<file path="src/rtl/slipf_pkg.sv">
package slipf_pkg;

    localparam int SLIPF_REG_W   = 32;
    localparam int SLIPF_THR_W   = 6;
    localparam int SLIPF_KEY_W   = 4;
    localparam int SLIPF_THR_LSB = 8;
    localparam int SLIPF_KEY_LSB = 0;

    localparam logic [SLIPF_KEY_W-1:0] SLIPF_KEY_RESET = 4'h5;
    localparam logic [SLIPF_KEY_W-1:0] SLIPF_KEY_BAD   = 4'hF;

    typedef struct packed {
        logic [SLIPF_THR_W-1:0] thr;
        logic [SLIPF_KEY_W-1:0] key;
    } slipf_cfg_t;

    function automatic logic slipf_armed(slipf_cfg_t c);
        return (c.thr != '0) && (c.key != SLIPF_KEY_RESET) && (c.key != SLIPF_KEY_BAD);
    endfunction

endpackage

</file>
<file path="src/rtl/slipf_sync.sv">
module slipf_sync #(
    parameter int STAGES = 2
) (
    input  logic clk,
    input  logic rst,
    input  logic d,
    output logic q
);
    logic [STAGES-1:0] chain;

    always_ff @(posedge clk) begin
        if (rst) chain <= '0;
        else     chain <= {chain[STAGES-2:0], d};
    end

    assign q = chain[STAGES-1];
endmodule

</file>
<file path="src/rtl/slipf_cfg_reg.sv">
module slipf_cfg_reg
    import slipf_pkg::*;
#(
    parameter int REG_W = SLIPF_REG_W
) (
    input  logic             clk,
    input  logic             rst,
    input  logic             we,
    input  logic             priv,
    input  logic [REG_W-1:0] wdata,
    output logic [REG_W-1:0] rdata,
    output slipf_cfg_t       cfg
);
    always_ff @(posedge clk) begin
        if (rst) begin
            cfg.thr <= '0;
            cfg.key <= SLIPF_KEY_RESET;
        end else if (we && priv) begin
            cfg.thr <= wdata[SLIPF_THR_LSB +: SLIPF_THR_W];
            cfg.key <= wdata[SLIPF_KEY_LSB +: SLIPF_KEY_W];
        end
    end

    always_comb begin
        rdata = '0;
        rdata[SLIPF_THR_LSB +: SLIPF_THR_W] = cfg.thr;
        rdata[SLIPF_KEY_LSB +: SLIPF_KEY_W] = cfg.key;
    end

    // privileged write lands in both fields on the next cycle
    assert_priv_write_R2: assert property (@(posedge clk) disable iff (rst)
        (we && priv) |=> (cfg.thr == $past(wdata[SLIPF_THR_LSB +: SLIPF_THR_W]) &&
                          cfg.key == $past(wdata[SLIPF_KEY_LSB +: SLIPF_KEY_W])));

    // non-privileged write leaves the configuration untouched
    assert_nonpriv_hold_R4: assert property (@(posedge clk) disable iff (rst)
        (we && !priv) |=> $stable({cfg.thr, cfg.key}));
endmodule

</file>
<file path="src/rtl/slipf_width_cnt.sv">
module slipf_width_cnt #(
    parameter int THR_W = 6
) (
    input  logic             clk,
    input  logic             rst,
    input  logic             slip_s,
    input  logic [THR_W-1:0] thr,
    output logic             det
);
    localparam logic [THR_W-1:0] TERMINAL = THR_W'(1);

    logic [THR_W-1:0] remain;

    always_ff @(posedge clk) begin
        if (rst) begin
            remain <= '0;
            det    <= 1'b0;
        end else if (!slip_s) begin
            remain <= thr;
            det    <= 1'b0;
        end else if (remain <= TERMINAL) begin
            det    <= 1'b1;
        end else begin
            remain <= remain - TERMINAL;
        end
    end

    // a low synchronized slip clears the detection one cycle later
    assert_drop_after_low_R11: assert property (@(posedge clk) disable iff (rst)
        !slip_s |=> !det);

    // detection only rises after a cycle in which the slip was seen high
    assert_rise_needs_slip_R8: assert property (@(posedge clk) disable iff (rst)
        $rose(det) |-> $past(slip_s));
endmodule

</file>
<file path="src/rtl/slip_width_filter.sv">
module slip_width_filter
    import slipf_pkg::*;
#(
    parameter int SYNC_STAGES = 2,
    parameter int REG_W       = SLIPF_REG_W
) (
    input  logic             clk,
    input  logic             rst,
    input  logic             slip_raw,
    input  logic             bus_we,
    input  logic             bus_priv,
    input  logic [REG_W-1:0] bus_wdata,
    output logic [REG_W-1:0] bus_rdata,
    output logic             slip_out
);
    slipf_cfg_t cfg;
    logic       slip_s;
    logic       det;
    logic       armed;

    slipf_cfg_reg #(.REG_W(REG_W)) u_cfg (
        .clk   (clk),
        .rst   (rst),
        .we    (bus_we),
        .priv  (bus_priv),
        .wdata (bus_wdata),
        .rdata (bus_rdata),
        .cfg   (cfg)
    );

    slipf_sync #(.STAGES(SYNC_STAGES)) u_sync (
        .clk (clk),
        .rst (rst),
        .d   (slip_raw),
        .q   (slip_s)
    );

    slipf_width_cnt #(.THR_W(SLIPF_THR_W)) u_cnt (
        .clk    (clk),
        .rst    (rst),
        .slip_s (slip_s),
        .thr    (cfg.thr),
        .det    (det)
    );

    assign armed    = slipf_armed(cfg);
    assign slip_out = armed ? det : slip_raw;

    // while armed across a cycle, a rising output needs the synchronized slip high before it
    assert_armed_rise_R10: assert property (@(posedge clk) disable iff (rst)
        (armed && $past(armed) && $rose(slip_out)) |-> $past(slip_s));
endmodule

</file>
<file path="config.mk">
export PLATFORM = sky130hd
export DESIGN_NAME = slip_width_filter
export DESIGN_NICKNAME = d
export VERILOG_FILES = /design/src/rtl/slipf_pkg.sv /design/src/rtl/slipf_sync.sv /design/src/rtl/slipf_cfg_reg.sv /design/src/rtl/slipf_width_cnt.sv /design/src/rtl/slip_width_filter.sv
export SDC_FILE = /design/constraint.sdc
export NUM_CORES = 1
export LEC_CHECK = 0
export BUFFER_PORTS_ARGS = -buffer_cell sky130_fd_sc_hd__buf_4
export CAP_MARGIN = 15
export CORE_MARGIN = 3
export CORE_UTILIZATION = 37
export CTS_CLUSTER_SIZE = 28
export DETAILED_ROUTE_END_ITERATION = 16
export PLACE_DENSITY = 0.76
export SKIP_LAST_GASP = 1
export SLEW_MARGIN = 20
export SYNTH_ARGS = -nofsm -noshare
export SYNTH_HDL_FRONTEND = slang
export SYNTH_SLANG_ARGS = --single-unit
</file>
<file path="constraint.sdc">
create_clock -name clk -period 1.6 [get_ports clk]
set_input_delay 0.24 -clock clk [delete_from_list [all_inputs] [get_ports clk]]
set_output_delay 0.24 -clock clk [all_outputs]
set_load 0.05 [all_outputs]
</file>
== Word-level counts from Yosys, hierarchy flattened ==
Cells that the tools add are included.
Cells by class
  add/sub/neg operators: 1
  $lt $le $gt $ge: 1
  eq/ne operators: 3
  muxes and demuxes: 3
  bitwise logic cells: 1
  reductions and logical operators: 5
Operator list (number)
  two-way mux 6 bit: 2
  <= comparator 6 x 1 -> 1 bit, second input constant: 1
  nonzero test 6 bit: 1
  subtractor 6 x 1 -> 6 bit, second input constant: 1
  != test 4 x 3 -> 1 bit, second input constant: 1
  != test 4 bit, second input constant: 1
  logical AND 1 bit: 3
  != test 2 bit, second input constant: 1
  OR reduction 2 bit: 1
  two-way mux 1 bit: 1
  inverter 1 bit: 1
Storage, ports and cells
  register bits: 19
  output and inout bits: 33
  logic and storage cells: 19

== Longest topological paths before layout ==
Gate-level depths: netlist of run 1.
  word-level depth: 4
  gate-level depth with buffers: 5
  gate-level depth less buffers: 5

== Cells and area by module ==
Synthesis of run 1 repeated with hierarchy kept, for this count alone.
Second synthesis, totals
  cells, all modules: 134
  area total of the unflattened synthesis: 1207.4 sq um
Modules (own cells, without submodules)
  slipf_cfg_reg: instances 1, cells an instance 77, area an instance 694.4 sq um, sequential area each 200.2 sq um
  slipf_width_cnt: instances 1, cells an instance 48, area an instance 415.4 sq um, sequential area each 140.1 sq um
  slipf_sync: instances 1, cells an instance 4, area an instance 52.6 sq um, sequential area each 40.0 sq um
  slip_width_filter: instances 1, cells an instance 5, area an instance 45.0 sq um, sequential area each 0.0 sq um

== Worst setup path after synthesis of run 1 ==
No wires, ideal clock.
  path kind: register to output
  start: register u_cfg.cfg[3] (netlist name)
  end: output port slip_out
  arrival: 1.451 ns
  required time: 1.360 ns
  slack: -0.091 ns
  stages on the path, launching flop included: 4
  buffers on the path: 0
  cell sequence: dfxtp_1 -> xnor2_1 -> a32oi_1 -> mux2_2
Between the ends
  longest elaborated chain between the ends: 4
  elaborated cells on any way between the ends: 5
  those cells by class: eq/ne: 2; mux: 1; reduce/logical: 2
Ends and longest elaborated chain
  != test 4 x 3 -> 1 bit: RTL line slipf_pkg.sv:18  | return (c.thr != '0) && (c.key != SLIPF_KEY_RESET) && (c.key != SLIPF_KEY_BAD);
  logical AND 1 bit: RTL line slipf_pkg.sv:18
  logical AND 1 bit *: RTL line slipf_pkg.sv:18
  two-way mux 1 bit *: RTL line slip_width_filter.sv:47  | assign slip_out = armed ? det : slip_raw;
  end, declared: RTL line slip_width_filter.sv:14  | output logic slip_out
Every way passes the cells marked *; elsewhere a longest branch is shown, timed or not.

== Worst setup path after layout of run 1 ==
  start: register u_cfg.cfg[6] (netlist name)
  end: output port slip_out
Between the ends
  longest elaborated chain between the ends: 4
Ends and longest elaborated chain (RTL line)
  nonzero test 6 bit: slipf_pkg.sv:18
  logical AND 1 bit (2 in a row): slipf_pkg.sv:18
  two-way mux 1 bit: slip_width_filter.sv:47
Every way passes these cells.

==> results.tsv, run 1 <==
stage	metric	value	unit
timing	max_freq	586	MHz
route	drtIter0Drc	9	
setup_path	timing.rr.start	u_cnt.remain[2]$_SDFFE_PP0P_	
route	ant_nets	0	
setup_path	reg2reg_depth	3	
floorplanning	start_util	40.2	%
cts	cts_hold_buffers	0	
min_path	whs_path_depth	3	
route	met3_length	161	µm
flow_run	drv_cap	0	
route	highest_layer	met4	
timing	finalClockSkew	5.11	ps
finish	diodes	0	
timing	slew_viol_final	0	
route	first_pass_iters	4	
timing	timing.hold.ws	159	ps
min_path	hold_start	bus_wdata[2]	
finish	final_nets	192	
route	avgViaCountPerCell	4.86	
cts	cts.sinks	19	
yosys	synth_area_leaders	dfxtp_1, buf_4, nand2_1	
timing	final-setup-viol-count	1	
pwr	p_per_area	881	nW/µm²
route	wl_met2	1060	µm
placement	dp.cells	175	
pwr	p_int	700	µW
pwr	p_seq_share	47.3	%
finish	stdcell_count	182	
floorplanning	die_x	58.6	µm
route	wl_met1	838	µm
route	wl_per_cell	11.4	µm
route	routed_wl	2070	µm
yosys	syn_area_per_cell	8.25	µm²
pwr	p_total	1110	µW
yosys	ys_seq_area_share	37.2	%
placement	dp_slack	40.1	ps
yosys	synthArstFlopShare	0	%
setup_path	worst_r2r_endpoint	u_cnt.remain[1]$_SDFFE_PP0P_	
timing	post-route-period-util	107	%
status	status	complete, but fails checks	
cts	cts-buffers-inserted	3	
setup_path	cp_max_fo	2	
yosys	netlist-cell-type-count	34	
route	route.detailed.drc	0	
pwr	leakagePower	0.000551	µW
min_path	hold_end	u_cfg.cfg[2]$_SDFFE_PP1P_	
floorplanning	std_cell_rows	18	
global_routing	track_usage	13.1	%
setup_path	worst_path_max_delay_cell	dfxtp_2	
setup_path	crit_type	flip-flop to primary output	
floorplanning	design.core.area	2540	µm²
yosys	synth_edf_count	0	
placement	port_buffers	25	
timing	rsz0062_at_grt	yes	
placement	dpl.hpwl	1610	µm
placement	gp_congestion	0.755	
cts	clk_path_buf_depth	2	
pwr	p_sw	408	µW
setup_path	path_cells	nor4_4 > a32oi_2 > mux2_4 > buf_8	
setup_path	worst-r2r-setup-slack	60	ps
min_path	min_path_type	primary input to flip-flop	
cts	cts_tree	built	
status	violations	negative setup slack	
floorplanning	die_area	3430	µm²
setup_path	worst_setup_path_end_kind	primary output	
floorplanning	dieHeight	58.6	µm
global_routing	antenna_found_initial	0	
pwr	switching_share	36.8	%
cts	cts-htree-levels	1	
cts	clock-root-buffer	clkbuf_4	
yosys	yosysTopAreaCell	dfxtp_1	
setup_path	critical_path_required	1360	ps
global_routing	first_global_vias	848	
route	route.vias.total	884	
pwr	p_comb_share	31.9	%
yosys	synth-main-ff-cell	dfxtp_1	
yosys	ys_ff_latch	19	
setup_path	cp.arrival	1470	ps
yosys	synth_top_area_share	37.2	%
yosys	ys_warn_count	0	
timing	layout_setup_ws	-105	ps
cts	worstSkewPairLatency	280	ps
finish	fill_cells	249	
yosys	syn_area	1020	µm²
timing	min_period	1710	ps
finish	drive_gt1_share	32.2	%
finish	area_delta_synth_final	22.9	%
cts	path_clk_slew	110	ps
timing	finalHoldViolCount	0	
setup_path	cpPeakStageDelay	350	ps
global_routing	grt_max_degree	21	
pwr	clkPwrFrac	20.8	%
setup_path	cp-start-kind	flip-flop	
floorplanning	io_pins	70	
pwr	ir_drop	527	µV
yosys	synthCells	124	
global_routing	grt_pass1_wl	3590	µm
global_routing	grt_overflow	0	
-- cell families after synthesis --
kind of cell / after synthesis / synth area share [%]
other: 1 / 0.366
buffers and inverters: 30 / 19.8
adders and majority gates: 2 / 2.44
xor gates and xnor gates: 3 / 2.57
muxes: 2 / 2.08
AOI/OAI and AO/OA: 19 / 11.9
and+or+nand+nor: 48 / 23.7
DFF: 19 / 37.2
-- layout make-up --
type,instances,area (µm²),area share (%)
Timing Repair Buffer,29,225,17.9
Clock buffer,3,22.5,1.79
Clock inverter,1,5.00,0.398
Inverter,4,15.0,1.19
Sequential cell,19,392,31.1
Multi-Input combinational cell,96,561,44.6
Tap cell,30,37.5,2.99
-- per-layer routing --
layer	vias up	track usage, %
met5	-	0
met4	0	4.21
met3	2	2.41
met2	46	23.3
met1	405	16.0
li1	431	-
-- Yosys cell counts (all sizes together) (3+ instances only) --
cell and n:
buf 24, nand2 23, dfxtp 19, a21oi 9, nor2 5, inv 4
nor2b 4, or4 4, nand3 3
-- power by group through the flow --
stage / registers [µW] / clock network (µW) / logic, µW
final: 523 / 231 / 353
after global routing: 527 / 269 / 377
after CTS: 520 / 242 / 339
after detailed placement: 532 / 0 / 327
after global placement: 530 / 0 / 323
after floorplan: 569 / 0 / 259
-- worst max-delay path by stage --
stage / endpoint / cells past startpoint / from / slack [ps]
2_1_floorplan: slip_out / 3 / u_cfg.cfg[8]$_SDFFE_PP0P_ / 2
3_3_place_gp: u_cnt.remain[5]$_SDFFE_PP0P_ / 5 / u_cnt.remain[0]$_SDFFE_PP0P_ / 100
3_5_place_dp: u_cnt.remain[5]$_SDFFE_PP0P_ / 5 / u_cnt.remain[0]$_SDFFE_PP0P_ / 40
4_1_cts: slip_out / 4 / u_cfg.cfg[1]$_SDFFE_PP0P_ / -120
5_1_grt: slip_out / 4 / u_cfg.cfg[6]$_SDFFE_PP0P_ / -190
6_report: slip_out / 4 / u_cfg.cfg[6]$_SDFFE_PP0P_ / -110
-- what timing repair did --
action | CTS | global route
gates resized for setup | 3 | 9
endpoints found under the setup margin | 2 | 3
buffers inserted | 3 | 0
pin swaps | 2 | 1
endpoints found under the hold margin | 0 | 0
-- cells in the final DEF, fill, tap and decap left out, types with 2 or more instances in the layout --
| cell type | Yosys | layout |
|---|---|---|
| a21oi_1 | 9 | 9 |
| nor2_1 | 5 | 4 |
| nor2b_1 | 4 | 4 |
| nand3_1 | 3 | 3 |
| ha_1 | 2 | 2 |
| clkbuf_4 | 0 | 3 |
| nand2_1 | 23 | 23 |
| dfxtp_1 | 19 | 10 |
| or2b_1 | 2 | 2 |
| buf_4 | 24 | 28 |
| or4_1 | 2 | 2 |
| inv_1 | 4 | 4 |
| dfxtp_2 | 0 | 9 |
| conb_1 | 1 | 22 |
| o221ai_1 | 2 | 2 |
-- state kept, by name, indices dropped and copies added (netlist names) --
register / cells
u_cfg.cfg: 10
u_cnt.det: 1
u_cnt.remain: 6
u_sync.chain: 2
-- critical path: cells and delay by family, from the launching register on --
kind,cells,cell delay [ps]
flip-flops,1,350
AO/OA/AOI/OAI,1,90
AND/OR/NAND/NOR,1,270
multiplexers,1,320
buffers and inverters,1,150
-- metrics by stage --
stage	util, %	instance area, µm²	TNS [ps]
floorplan	-	1110	0
global placement	45.4	1160	0
detailed placement	45.4	1160	0
CTS	47.9	1220	-116
global route	49.4	1260	-194
finish	49.4	1260	-105
Note: power is estimated with default switching activity, not from simulation.
==> run 2: changes to the inputs <==
--- a/config.mk
+++ b/config.mk
@@ -11,6 +11,7 @@
 export CORE_UTILIZATION = 37
 export CTS_CLUSTER_SIZE = 28
 export DETAILED_ROUTE_END_ITERATION = 16
+export MAX_ROUTING_LAYER = met4
 export PLACE_DENSITY = 0.76
 export SKIP_LAST_GASP = 1
 export SLEW_MARGIN = 20
==> results.tsv, run 2 (same netlist as run 1, synthesis figures left out) <==
stage	metric	value	unit
timing	post-route-period-util	108	%
finish	drive_gt1_share	33.1	%
setup_path	crit_end	slip_out	
cts	cts.sinks	19	
finish	multiInputGateArea	556	µm²
min_path	hold_start	bus_wdata[2]	
setup_path	cp.arrival	1490	ps
min_path	min_path_type	primary input to flip-flop	
timing	slew_viol_final	0	
finish	area_delta_synth_final	24.3	%
cts	cts_hold_buffers	0	
setup_path	worst_path_max_delay_cell	dfxtp_2	
timing	finalHoldViolCount	0	
floorplanning	start_util	40.2	%
cts	cts-htree-levels	1	
setup_path	critical_path_required	1360	ps
placement	port_buffers	25	
cts	path_clk_slew	110	ps
route	routed_wl	2020	µm
finish	largestRegisters	u_cfg.cfg x10, u_cnt.remain x6, u_sync.chain x2	
timing	layout_setup_ws	-127	ps
finish	largest-register	u_cfg.cfg	
cts	cts_tree	built	
finish	largest_reg_flops	10	
timing	max_freq	579	MHz
route	drtIter0Drc	12	
timing	final-setup-viol-count	1	
cts	worstSkewPairLatency	300	ps
timing	rsz0062_at_grt	yes	
global_routing	track_usage	12.6	%
finish	fill_cells	249	
flow_run	drv_cap	0	
setup_path	cp-start-kind	flip-flop	
floorplanning	std_cell_rows	18	
floorplanning	die_x	58.6	µm
global_routing	grt_max_degree	21	
setup_path	reg2reg_depth	4	
floorplanning	design.core.area	2540	µm²
status	status	complete, but fails checks	
setup_path	crit_type	flip-flop to primary output	
setup_path	worst-r2r-setup-slack	70	ps
finish	final_nets	194	
global_routing	grt_overflow	0	
finish	regArea	397	µm²
global_routing	grt_pass1_wl	3300	µm
setup_path	timing.rr.start	u_cnt.remain[5]$_SDFFE_PP0P_	
cts	clk_path_buf_depth	2	
global_routing	first_global_vias	760	
setup_path	cpPeakStageDelay	350	ps
setup_path	path_cells	xnor2_2 > a32oi_2 > mux2_4 > buf_8	
timing	finalClockSkew	2.15	ps
route	wl_per_cell	11.0	µm
min_path	whs_path_depth	3	
route	avgViaCountPerCell	4.67	
placement	dpl.hpwl	1560	µm
cts	clock-root-buffer	clkbuf_4	
timing	min_period	1730	ps
pwr	p_per_area	882	nW/µm²
setup_path	cp_max_fo	2	
route	route.vias.total	860	
floorplanning	dieHeight	58.6	µm
pwr	leakagePower	0.000562	µW
timing	finalSetupTns	-127	ps
setup_path	worst_r2r_endpoint	u_cnt.remain[0]$_SDFFE_PP0P_	
status	violations	negative setup slack	
setup_path	cp-startpoint	u_cfg.cfg[3]$_SDFFE_PP0P_	
route	ant_nets	0	
floorplanning	die_area	3430	µm²
finish	layout_commonest_cell	buf_4	
cts	cts-buffers-inserted	3	
finish	final_cell_mix	buf_4, nand2_1, conb_1	
setup_path	worst_setup_path_end_kind	primary output	
route	first_pass_iters	6	
finish	diodes	0	
floorplanning	io_pins	70	
pwr	ir_drop	618	µV
global_routing	antenna_found_initial	0	
finish	fin_util	50.0	%
placement	gp_congestion	0.776	
route	route.detailed.drc	0	
## run 2: cell count changes in the layout (fill, tap and decap cells not counted), sizes merged
cell | before | now
buf | 29 | 31
## run 2: how the worst min path moves through the flow
| stage | endpoint | slack [ps] |
|---|---|---|
| floorplan | u_cfg.cfg[0]$_SDFFE_PP1P_ | 360 |
| global placement | u_sync.chain[1]$_SDFF_PP0_ | 420 |
| detailed placement | u_sync.chain[1]$_SDFF_PP0_ | 430 |
| CTS | u_cfg.cfg[2]$_SDFFE_PP1P_ | 130 |
| global route | u_cfg.cfg[2]$_SDFFE_PP1P_ | 150 |
| finish | u_cfg.cfg[2]$_SDFFE_PP1P_ | 140 |
## run 2: through the flow
stage	hold slack [ps]	instances	cell area (µm²)	setup slack [ps]	power [µW]
5_1_grt	147	184	1270	-181	1180
3_5_place_dp	431	175	1160	33.0	858
4_1_cts	132	183	1240	-150	1110
3_3_place_gp	421	175	1160	49.6	855
2_1_floorplan	362	145	1110	2.09	828
6_report	137	184	1270	-127	1120
## run 2: layout make-up
| class | count | share of cell area, % |
|---|---|---|
| Tap cell | 30 | 2.95 |
| Sequential cell | 19 | 31.2 |
| Clock inverter | 1 | 0.393 |
| Multi-Input combinational cell | 96 | 43.7 |
| Clock buffer | 3 | 1.77 |
| Timing Repair Buffer | 31 | 18.9 |
| Inverter | 4 | 1.18 |
## run 2: timing repair
item	CTS	global route
pin swaps	2	2
setup endpoints to repair	1	5
resized for setup	6	6
setup buffers	4	1
## run 2: power by group
part	total (µW)	switching, µW	internal [µW]
Clock	245	152	93.4
Combinational	358	245	113
Sequential	520	23.9	496
Total	1120	421	702
## run 2: metal layers
metal,wire length (µm),track usage (%),up-vias
met1,885,15.7,385
met4,38,5.83,0
met2,956,19.9,33
li1,-,-,437
met5,0,-,-
met3,136,2.19,5
## run 2: worst max-delay path: cells and delay by family, from the launching register on
family	cells	cell delay [ps]
buffers and inverters	1	150
XOR/XNOR	1	130
AO/OA/AOI/OAI	1	220
multiplexers	1	330
flip-flops	1	350
==> run 3: changes to the inputs <==
--- a/config.mk
+++ b/config.mk
@@ -7,12 +7,14 @@
 export LEC_CHECK = 0
 export BUFFER_PORTS_ARGS = -buffer_cell sky130_fd_sc_hd__buf_4
 export CAP_MARGIN = 15
+export CELL_PAD_IN_SITES_DETAIL_PLACEMENT = 2
+export CELL_PAD_IN_SITES_GLOBAL_PLACEMENT = 2
 export CORE_MARGIN = 3
-export CORE_UTILIZATION = 37
+export CORE_UTILIZATION = 19
 export CTS_CLUSTER_SIZE = 28
 export DETAILED_ROUTE_END_ITERATION = 16
 export MAX_ROUTING_LAYER = met4
-export PLACE_DENSITY = 0.76
+export PLACE_DENSITY_LB_ADDON = 0.1
 export SKIP_LAST_GASP = 1
 export SLEW_MARGIN = 20
 export SYNTH_ARGS = -nofsm -noshare
==> results.tsv, run 3 (same netlist as run 1, synthesis figures left out) <==
stage	metric	value	unit
route	route.detailed.drc	0	
min_path	hold_start	bus_wdata[0]	
timing	final-setup-viol-count	1	
finish	largestRegisters	u_cfg.cfg x10, u_cnt.remain x6, u_sync.chain x2	
floorplanning	std_cell_rows	26	
min_path	hold_end	u_cfg.cfg[0]$_SDFFE_PP1P_	
cts	clk_path_buf_depth	2	
pwr	leakagePower	0.000589	µW
pwr	p_int	793	µW
pwr	p_comb_share	30.9	%
global_routing	grt_max_degree	21	
floorplanning	die_x	79.4	µm
cts	cts-htree-levels	1	
global_routing	grt_pass1_wl	4890	µm
timing	layout_setup_ws	-89.5	ps
setup_path	worst-r2r-setup-slack	60	ps
pwr	ir_drop	270	µV
finish	layout_commonest_cell	buf_4	
route	avgViaCountPerCell	3.94	
cts	cts.sinks	19	
global_routing	track_usage	10.2	%
global_routing	grt_overflow	0	
setup_path	crit_type	flip-flop to primary output	
setup_path	reg2reg_depth	3	
setup_path	critical_path_required	1360	ps
finish	multiInputGateArea	561	µm²
pwr	p_seq_share	42.2	%
cts	cts-buffers-inserted	3	
finish	largest-register	u_cfg.cfg	
cts	path_clk_slew	70	ps
cts	worstSkewPairLatency	250	ps
cts	clock-root-buffer	clkbuf_8	
route	first_pass_iters	3	
finish	drive_gt1_share	33.5	%
route	route.vias.total	899	
setup_path	cp_max_fo	2	
finish	area_delta_synth_final	34.1	%
finish	largest_reg_flops	10	
setup_path	worst_setup_path_end_kind	primary output	
flow_run	drv_cap	0	
status	status	complete, but fails checks	
floorplanning	die_area	6300	µm²
timing	finalClockSkew	2.44	ps
pwr	switching_share	35.4	%
setup_path	timing.rr.start	u_cnt.remain[5]$_SDFFE_PP0P_	
timing	rsz0062_at_grt	yes	
pwr	clkPwrFrac	26.9	%
setup_path	cp-startpoint	u_cfg.cfg[5]$_SDFFE_PP0P_	
finish	fill_cells	609	
timing	slew_viol_final	0	
global_routing	antenna_found_initial	0	
finish	final_nets	198	
finish	diodes	0	
finish	regArea	394	µm²
floorplanning	dieHeight	79.4	µm
route	routed_wl	2950	µm
floorplanning	io_pins	70	
floorplanning	start_util	19.8	%
setup_path	cp-start-kind	flip-flop	
timing	timing.hold.ws	198	ps
pwr	p_sw	434	µW
floorplanning	design.core.area	5170	µm²
route	ant_nets	0	
timing	min_period	1690	ps
global_routing	first_global_vias	1007	
min_path	min_path_type	primary input to flip-flop	
route	wl_per_cell	12.9	µm
route	drtIter0Drc	32	
placement	dp.cells	220	
timing	max_freq	592	MHz
setup_path	worst_r2r_endpoint	u_cnt.remain[1]$_SDFFE_PP0P_	
cts	cts_tree	built	
placement	port_buffers	25	
status	violations	negative setup slack	
timing	finalHoldViolCount	0	
placement	gp_congestion	0.691	
placement	dpl.hpwl	2320	µm
finish	final_cell_mix	buf_4, nand2_1, conb_1	
finish	stdcell_count	228	
timing	post-route-period-util	106	%
min_path	whs_path_depth	3	
setup_path	cp.arrival	1450	ps
pwr	p_per_area	894	nW/µm²
==> run 3: cell types whose count changed in the layout (fill, tap and decap cells not counted), moves of 2 or more <==
cell / change
buf_4: +4
clkbuf_4: -3
clkbuf_8: +3
dfxtp_1: +2
dfxtp_2: -2
==> run 3: power by group through the flow <==
stage	Combinational [µW]	Clock (µW)	Sequential, µW
after global routing	409	373	522
after CTS	373	347	519
after floorplan	259	0	569
after detailed placement	350	0	530
after global placement	348	0	530
final	379	330	518
==> run 3: metrics by stage <==
step           setup slack [ps]  cell area (µm²)  setup TNS, ps  utilization [%]  total power [µW]
2_1_floorplan              2.09             1110              0                -               828
3_3_place_gp               75.2             1240              0             24.0               878
3_5_place_dp               67.2             1240              0             24.0               880
4_1_cts                   -92.8             1360          -92.8             26.2              1240
5_1_grt                    -146             1370           -153             26.5              1300
6_report                  -89.5             1370          -89.5             26.5              1230
==> run 3: repair_timing <==
action | 4_1_cts | 5_1_grt
endpoints found under the setup margin | 1 | 7
pin swaps | 3 | 1
hold endpoints to repair | 0 | 0
setup buffers | 3 | 1
hold buffers | 0 | 0
gates resized for setup | 9 | 3
==> run 3: metal layers <==
metal  part of all wire [%]  track usage, %
met3                    2.8            1.35
met2                     55            18.9
met5                      0               -
met4                   0.68            3.09
met1                     41            11.4
==> run 3: worst max path at each step <==
stage                     slack, ps  depth (start not counted)                            to
after floorplan                   2                          3                      slip_out
after global placement           80                          3  u_cnt.remain[0]$_SDFFE_PP0P_
after detailed placement         70                          4  u_cnt.remain[5]$_SDFFE_PP0P_
after CTS                       -90                          4                      slip_out
after global routing           -150                          4                      slip_out
final                           -90                          4                      slip_out
==> run 3: cell type report <==
type / count / area share, %
inverters: 4 / 1.09
repair buffers: 35 / 19.7
multi-input cells: 96 / 40.8
well taps: 70 / 6.38
flip-flops and latches: 19 / 28.7
clock buffers: 4 / 3.28
==> run 3: worst max-delay path, cell delays in order (launching register included) <==
cell,delay [ps]
dfxtp_4,360
nor4_4,270
a32oi_2,100
mux2_4,320
buf_8,150
